$ cat src/rtl/tdmtx_pkg.sv
package tdmtx_pkg;

  localparam int LEN_W = 6;

  // Word length code to bit count (codes above 4 give the full 32 bits).
  function automatic logic [LEN_W-1:0] word_bits(input logic [2:0] code);
    case (code)
      3'd0:    return 6'd8;
      3'd1:    return 6'd16;
      3'd2:    return 6'd20;
      3'd3:    return 6'd24;
      default: return 6'd32;
    endcase
  endfunction

  // Slot length code to bit periods.
  function automatic logic [LEN_W-1:0] slot_bits(input logic [1:0] code);
    case (code)
      2'd0:    return 6'd8;
      2'd1:    return 6'd16;
      default: return 6'd32;
    endcase
  endfunction

endpackage

$ cat src/rtl/tdmtx_fifo.sv
module tdmtx_fifo #(
  parameter int DW    = 32,
  parameter int DEPTH = 32,
  localparam int AW   = $clog2(DEPTH),
  localparam int LW   = $clog2(DEPTH + 1)
) (
  input  logic          clk,
  input  logic          rst_n,
  input  logic          push,
  input  logic [DW-1:0] wdata,
  input  logic          pop,
  output logic [DW-1:0] rdata,
  output logic          empty,
  output logic          full,
  output logic [LW-1:0] level
);

  localparam logic [LW-1:0] FULL_LVL = LW'(DEPTH);

  logic [DW-1:0] mem [DEPTH];
  logic [AW-1:0] wr_ptr, rd_ptr, wr_ptr_n, rd_ptr_n;
  logic [LW-1:0] lvl_n;
  logic          do_push, do_pop;

  assign full    = (level == FULL_LVL);
  assign empty   = (level == '0);
  assign do_push = push && !full;
  assign do_pop  = pop && !empty;
  assign rdata   = mem[rd_ptr];

  always_comb begin
    wr_ptr_n = wr_ptr;
    rd_ptr_n = rd_ptr;
    lvl_n    = level;
    if (do_push) wr_ptr_n = wr_ptr + 1'b1;
    if (do_pop)  rd_ptr_n = rd_ptr + 1'b1;
    case ({do_push, do_pop})
      2'b10:   lvl_n = level + 1'b1;
      2'b01:   lvl_n = level - 1'b1;
      default: lvl_n = level;
    endcase
  end

  always_ff @(posedge clk or negedge rst_n) begin
    if (!rst_n) begin
      wr_ptr <= '0;
      rd_ptr <= '0;
      level  <= '0;
    end else begin
      wr_ptr <= wr_ptr_n;
      rd_ptr <= rd_ptr_n;
      level  <= lvl_n;
    end
  end

  always_ff @(posedge clk) begin
    if (do_push) mem[wr_ptr] <= wdata;
  end

endmodule

$ cat src/rtl/tdmtx_slot_timer.sv
module tdmtx_slot_timer #(
  parameter int SLOT_CW = 4,
  localparam int LEN_W  = tdmtx_pkg::LEN_W
) (
  input  logic               clk,
  input  logic               rst_n,
  input  logic               bit_stb,
  input  logic               frame_stb,
  input  logic               tx_en,
  input  logic [LEN_W-1:0]   sbits,
  input  logic [SLOT_CW-1:0] nslots,
  output logic               live,
  output logic               start
);

  localparam logic [SLOT_CW-1:0] SLOT_MAX = '1;

  logic [LEN_W-1:0]   bit_cnt, bit_n;
  logic [SLOT_CW-1:0] slot_idx, slot_n;
  logic               in_frame, in_frame_n;

  // Position of the bit carried by the current strobe.
  always_comb begin
    bit_n      = bit_cnt + 1'b1;
    slot_n     = slot_idx;
    in_frame_n = in_frame;
    if (frame_stb) begin
      bit_n      = '0;
      slot_n     = '0;
      in_frame_n = 1'b1;
    end else if (bit_n == sbits) begin
      bit_n  = '0;
      slot_n = (slot_idx == SLOT_MAX) ? slot_idx : slot_idx + 1'b1;
    end
  end

  assign live  = bit_stb && in_frame_n && tx_en && (slot_n < nslots);
  assign start = live && (bit_n == '0);

  always_ff @(posedge clk or negedge rst_n) begin
    if (!rst_n) begin
      bit_cnt  <= '0;
      slot_idx <= '0;
      in_frame <= 1'b0;
    end else if (bit_stb) begin
      bit_cnt  <= bit_n;
      slot_idx <= slot_n;
      in_frame <= in_frame_n;
    end
  end

endmodule

$ cat src/rtl/tdmtx_shifter.sv
module tdmtx_shifter #(
  parameter int DW     = 32,
  localparam int LEN_W = tdmtx_pkg::LEN_W
) (
  input  logic             clk,
  input  logic             rst_n,
  input  logic             bit_stb,
  input  logic             live,
  input  logic             start,
  input  logic [DW-1:0]    sample,
  input  logic             sample_ok,
  input  logic [LEN_W-1:0] wbits,
  input  logic [LEN_W-1:0] sbits,
  input  logic             left,
  output logic             sdo,
  output logic             uf_set
);

  localparam logic [LEN_W-1:0] FULL_W = LEN_W'(DW);

  logic [DW-1:0]    word_top, slot_img, sh, sh_n;
  logic [LEN_W-1:0] pad;
  logic             sdo_n;

  // Word pushed to the top, then moved down by the pad for right justify.
  always_comb begin
    word_top = sample << (FULL_W - wbits);
    pad      = (!left && (sbits > wbits)) ? (sbits - wbits) : '0;
    slot_img = sample_ok ? (word_top >> pad) : '0;
  end

  assign uf_set = start && !sample_ok;

  always_comb begin
    sdo_n = sdo;
    sh_n  = sh;
    if (bit_stb) begin
      if (start) begin
        sdo_n = slot_img[DW-1];
        sh_n  = slot_img << 1;
      end else if (live) begin
        sdo_n = sh[DW-1];
        sh_n  = sh << 1;
      end else begin
        sdo_n = 1'b0;
        sh_n  = '0;
      end
    end
  end

  always_ff @(posedge clk or negedge rst_n) begin
    if (!rst_n) begin
      sdo <= 1'b0;
      sh  <= '0;
    end else begin
      sdo <= sdo_n;
      sh  <= sh_n;
    end
  end

endmodule

$ cat src/rtl/tdmtx_serializer.sv
module tdmtx_serializer #(
  parameter int DATA_W     = 32,
  parameter int FIFO_DEPTH = 32,
  parameter int SLOT_CW    = 4,
  localparam int LVL_W     = $clog2(FIFO_DEPTH + 1)
) (
  input  logic               clk,
  input  logic               rst_n,
  input  logic               wr_en,
  input  logic [DATA_W-1:0]  wr_data,
  output logic               wr_full,
  input  logic               tx_en,
  input  logic [2:0]         cfg_wlen,
  input  logic [1:0]         cfg_slen,
  input  logic [SLOT_CW-1:0] cfg_slots,
  input  logic               cfg_left,
  input  logic               cfg_quarter,
  input  logic               bit_stb,
  input  logic               frame_stb,
  output logic               sdo,
  output logic               fifo_req,
  output logic               underflow
);

  import tdmtx_pkg::*;

  localparam logic [LVL_W-1:0] THR_HALF    = LVL_W'(FIFO_DEPTH / 2);
  localparam logic [LVL_W-1:0] THR_QUARTER = LVL_W'(FIFO_DEPTH / 4);

  logic              rst_meta_n, rst_sync_n;
  logic              slot_pop, slot_live, fifo_empty, uf_set, uf_n;
  logic [DATA_W-1:0] head;
  logic [LVL_W-1:0]  fifo_level;
  logic [LEN_W-1:0]  wbits, sbits;

  // Asynchronous assert, synchronous release.
  always_ff @(posedge clk or negedge rst_n) begin
    if (!rst_n) begin
      rst_meta_n <= 1'b0;
      rst_sync_n <= 1'b0;
    end else begin
      rst_meta_n <= 1'b1;
      rst_sync_n <= rst_meta_n;
    end
  end

  assign wbits = word_bits(cfg_wlen);
  assign sbits = slot_bits(cfg_slen);

  tdmtx_fifo #(.DW(DATA_W), .DEPTH(FIFO_DEPTH)) u_fifo (
    .clk   (clk),
    .rst_n (rst_sync_n),
    .push  (wr_en),
    .wdata (wr_data),
    .pop   (slot_pop),
    .rdata (head),
    .empty (fifo_empty),
    .full  (wr_full),
    .level (fifo_level)
  );

  tdmtx_slot_timer #(.SLOT_CW(SLOT_CW)) u_timer (
    .clk       (clk),
    .rst_n     (rst_sync_n),
    .bit_stb   (bit_stb),
    .frame_stb (frame_stb),
    .tx_en     (tx_en),
    .sbits     (sbits),
    .nslots    (cfg_slots),
    .live      (slot_live),
    .start     (slot_pop)
  );

  tdmtx_shifter #(.DW(DATA_W)) u_shift (
    .clk       (clk),
    .rst_n     (rst_sync_n),
    .bit_stb   (bit_stb),
    .live      (slot_live),
    .start     (slot_pop),
    .sample    (head),
    .sample_ok (!fifo_empty),
    .wbits     (wbits),
    .sbits     (sbits),
    .left      (cfg_left),
    .sdo       (sdo),
    .uf_set    (uf_set)
  );

  assign fifo_req = (fifo_level <= (cfg_quarter ? THR_QUARTER : THR_HALF));

  always_comb begin
    uf_n = tx_en ? (underflow || uf_set) : 1'b0;
  end

  always_ff @(posedge clk or negedge rst_sync_n) begin
    if (!rst_sync_n) underflow <= 1'b0;
    else             underflow <= uf_n;
  end

endmodule

$ cat config.mk
export PLATFORM = sky130hd
export DESIGN_NAME = tdmtx_serializer
export DESIGN_NICKNAME = d
export VERILOG_FILES = /design/src/rtl/tdmtx_pkg.sv /design/src/rtl/tdmtx_fifo.sv /design/src/rtl/tdmtx_slot_timer.sv /design/src/rtl/tdmtx_shifter.sv /design/src/rtl/tdmtx_serializer.sv
export SDC_FILE = /design/constraint.sdc
export NUM_CORES = 1
export LEC_CHECK = 0
export BUFFER_PORTS_ARGS = -buffer_cell sky130_fd_sc_hd__buf_4
export CAP_MARGIN = 20
export CORE_ASPECT_RATIO = 0.7
export CORE_MARGIN = 5
export CORE_UTILIZATION = 55
export DETAILED_ROUTE_END_ITERATION = 12
export GPL_TIMING_DRIVEN = 0
export PLACE_DENSITY = 0.74
export REMOVE_ABC_BUFFERS = 1
export SLEW_MARGIN = 25
export SYNTH_ARGS = -nofsm -noshare
export SYNTH_HDL_FRONTEND = slang
export SYNTH_HIERARCHICAL = 1
export SYNTH_SLANG_ARGS = --single-unit
export TNS_END_PERCENT = 100
$ cat constraint.sdc
create_clock -name clk -period 4.4 [get_ports clk]
set_input_delay 0.22 -clock clk [delete_from_list [all_inputs] [get_ports clk]]
set_output_delay 0.22 -clock clk [all_outputs]
set_load 0.01 [all_outputs]
==> results.cfg <==
[run_status]
status = complete, but fails checks
violations = max-slew violations, negative setup slack

[layout]
area_growth_pct = 21.8
filler_cell_count = 5192
drive_above_1_share_pct = 31.9
layout.nets = 3086
stdcell_count = 4229

[worst_setup_path]
path_class = flop to flop
cp.arrival_ns = 5.53
crit_required_ns = 5.00
endpoint_kind = flop
critPathLaunchType = flop
timing.critical_path.fanout_max = 7

[yosys]
synth_edf_count = 1024
syn-cell-area_um2 = 47100
synthFlopType = edfxtp_1
synth_async_sr_flop_share_pct = 5.71
ys_seq_area_share_pct = 68.6
syn_area_per_cell_um2 = 17.5
syn_inst = 2690
ys_types = 113
yosysWarningCount = 6
ys_ff_latch = 1086

[drt]
avgRoutedWirePerCell_um = 33.1
routed-wl-met2_um = 64100
post-route-drc-count = 0
route.vias.total = 29500
met1_length_um = 51300
top_layer_used = met5
drtIter0Drc = 4163
drt_first_pass_iters = 5
route.met3.wl_um = 18300
routed_wl_um = 140000
viasPerCell = 6.97
detail-route-antenna-nets = 0

[pwr]
p_leak_uw = 0.0190
p_per_area_nw_per_um2 = 626
irDropWorstVdd_mv = 0.450

[global_routing]
grt_pass1_wl_um = 199000
grt_pass1_vias = 28700
antenna_found_initial = 2
grt_use_total_pct = 30.0
overflow = 0
grt_max_degree = 87

[timing]
clock-skew-final_ns = 0.0484
rsz0062_at_grt = true
post-route-worst-setup-slack_ns = -0.536
setup_viol_count_final = 36
relSlewSlack_pct = -45.2
hold_slack_ns = 0.145
worst_pin_slew_ns = 2.17
period_share_pct = 112
fmax_mhz = 203
period_needed_ns = 4.94
hold_viol_final = 0
maxSlewViolCount = 27

[placed_design]
hpwl_um = 83400
place_inst = 3824
io_buffers = 52
gp_congestion = 0.951

[job]
maxCapViolCount = 0

[worst_hold_path]
min_path_type = input pin to flop

[floorplan]
core_um2 = 84600
die_w_um = 360
num_rows = 89
die_height_um = 255
io_pins = 53
die_area_um2 = 91600
start_util_pct = 55.6

[cts]
htreeDepth = 3
clkTransAtPathRegs_ns = 0.07
cts_buffers = 98
clkSinkCount = 1086
worstSkewPairLatency_ns = 0.73
cts_buffer_depth = 3
root_buffer = clkbuf_16
cts_tree = built
## worst max-delay path, cell delays in order (launching register included)
cell       delay, ns
dfrtp_1         0.41
buf_4           0.16
nand3_1         0.21
nor2_2          0.24
xnor3_1         0.35
and2_4          0.21
buf_4           0.15
a21oi_1         0.23
nor3_1          0.10
ha_1            0.25
a2111oi_4       0.38
o21ai_2         0.12
a211oi_2        0.21
buf_4           0.18
o31a_4          0.15
ha_4            0.21
ha_4            0.24
nor4bb_1        0.16
a311o_1         0.29
or3b_1          0.40
xnor2_1         0.14
## Yosys cell counts (7+ instances only)
library cell,instances,area (um2)
o211ai_1,17,128
o21a_1,7,52.6
nand3_1,26,130
a221oi_1,7,61.3
buf_12,7,140
nor2b_1,11,68.8
or3_1,8,50.1
buf_6,17,191
o221ai_1,70,613
a21oi_1,108,541
o21ai_0,42,210
mux2_4,8,120
inv_1,36,135
buf_2,35,175
edfxtp_1,1024,30700
dfrtp_1,62,1550
a22o_1,7,61.3
nor3_1,21,105
o22ai_1,19,119
ha_1,24,300
and2_1,8,50.1
o31ai_1,7,52.6
mux2_2,17,191
clkbuf_1,71,267
buf_1,14,52.6
mux4_2,219,4930
nand2_1,97,364
nand2b_1,15,93.8
mux2i_1,187,1870
a211oi_1,20,150
nor2_1,118,443
a31oi_1,21,131
xor2_1,8,70.1
buf_4,23,173
a22oi_1,110,826
xnor2_1,13,114
nand3b_1,7,52.6
## placed cells by master (no fill, tap or decap), types with 52 or more instances in the layout
cell,instances
a21oi_1,88
o221ai_1,64
edfxtp_1,1024
buf_4,186
a22oi_2,52
mux4_2,219
nor2_1,78
dfrtp_1,54
nand2_1,93
mux2i_1,173
buf_16,80
a22oi_1,59
clkbuf_16,100
## layer usage
layer,vias up,track usage (%)
met3,441,7.81
met1,14900,41.8
li1,11800,-
met5,-,0
met2,2303,46.6
met4,2,10.8
## kinds of logic after synthesis
logic type               Yosys count  share of synthesized area, %
flip-flops                      1086                          68.6
buffers and inverters            209                          2.58
adder cells (fa/ha/maj)           26                         0.723
multiplexers                     435                          15.2
AO/OA/AOI/OAI                    539                          8.47
XOR/XNOR                          25                         0.582
AND/OR/NAND/NOR                  368                          3.81
other                              2                        0.0160
## timing repair
action | in CTS | in global routing
gates cloned | 16 | 2
pin swaps | 77 | 53
setup buffers | 119 | 53
hold buffers | 36 | 1
setup endpoints to repair | 42 | 37
hold endpoints to repair | 1037 | 1
gates resized for setup | 175 | 97
## sequential cells by signal (all words and copies together), names as in the netlist, 4 cells and up
signal            cells
u_fifo/wr_ptr         5
u_timer/bit_cnt       6
u_timer/slot_idx      4
u_fifo/level          6
u_fifo/rd_ptr         5
u_fifo/mem         1024
u_shift/sh           31
## per-stage QoR
| step | area [um2] | total power, uW | setup WS (ns) | TNS [ns] | util, % |
|---|---|---|---|---|---|
| after floorplan | 46100 | 18700 | -10.28 | -358.14 | - |
| after global placement | 47900 | 20900 | -15.87 | -1340.33 | 56.6 |
| after detailed placement | 50700 | 23900 | -2.11 | -57.64 | 59.9 |
| after CTS | 56400 | 34700 | -0.403 | -5.66 | 66.6 |
| after global routing | 57300 | 37000 | -0.586 | -12.26 | 67.7 |
| final | 57300 | 35900 | -0.536 | -10.03 | 67.7 |
## layout make-up
| class | instances | area (um2) | share of cell area [%] |
|---|---|---|---|
| multi-input combinational | 1413 | 15100 | 26.4 |
| clock inverter | 63 | 498 | 0.869 |
| clock buffer | 116 | 2540 | 4.43 |
| tap | 1137 | 1420 | 2.48 |
| timing repair buffer | 376 | 5290 | 9.23 |
| antenna | 2 | 5.00 | 0.00873 |
| sequential | 1086 | 32300 | 56.4 |
| inverter | 36 | 140 | 0.244 |
## where the power goes
group | switching, uW | internal [uW] | total (uW)
sequential | 347 | 12000 | 12300
clock | 3880 | 4390 | 8270
combinational | 8160 | 7100 | 15300
total | 12400 | 23500 | 35900
## final timing paths
path / startpoint / to / slack (ns) / cells past startpoint
max in group asynchronous: rst_sync_n / u_shift/sh[25] / 3.58 / 1
min in group asynchronous: rst_sync_n / u_fifo/wr_ptr[3] / 0.23 / 0
worst max-delay path: u_timer/bit_cnt[1] / u_fifo/level[5] / -0.54 / 20
worst max register to register: u_timer/bit_cnt[1] / u_fifo/level[5] / -0.54 / 20
worst min-delay path: bit_stb / u_shift/sh[10] / 0.14 / 3
worst min register to register: rst_sync_n / u_fifo/wr_ptr[3] / 0.23 / 0
(Power assumes the default switching activity.)
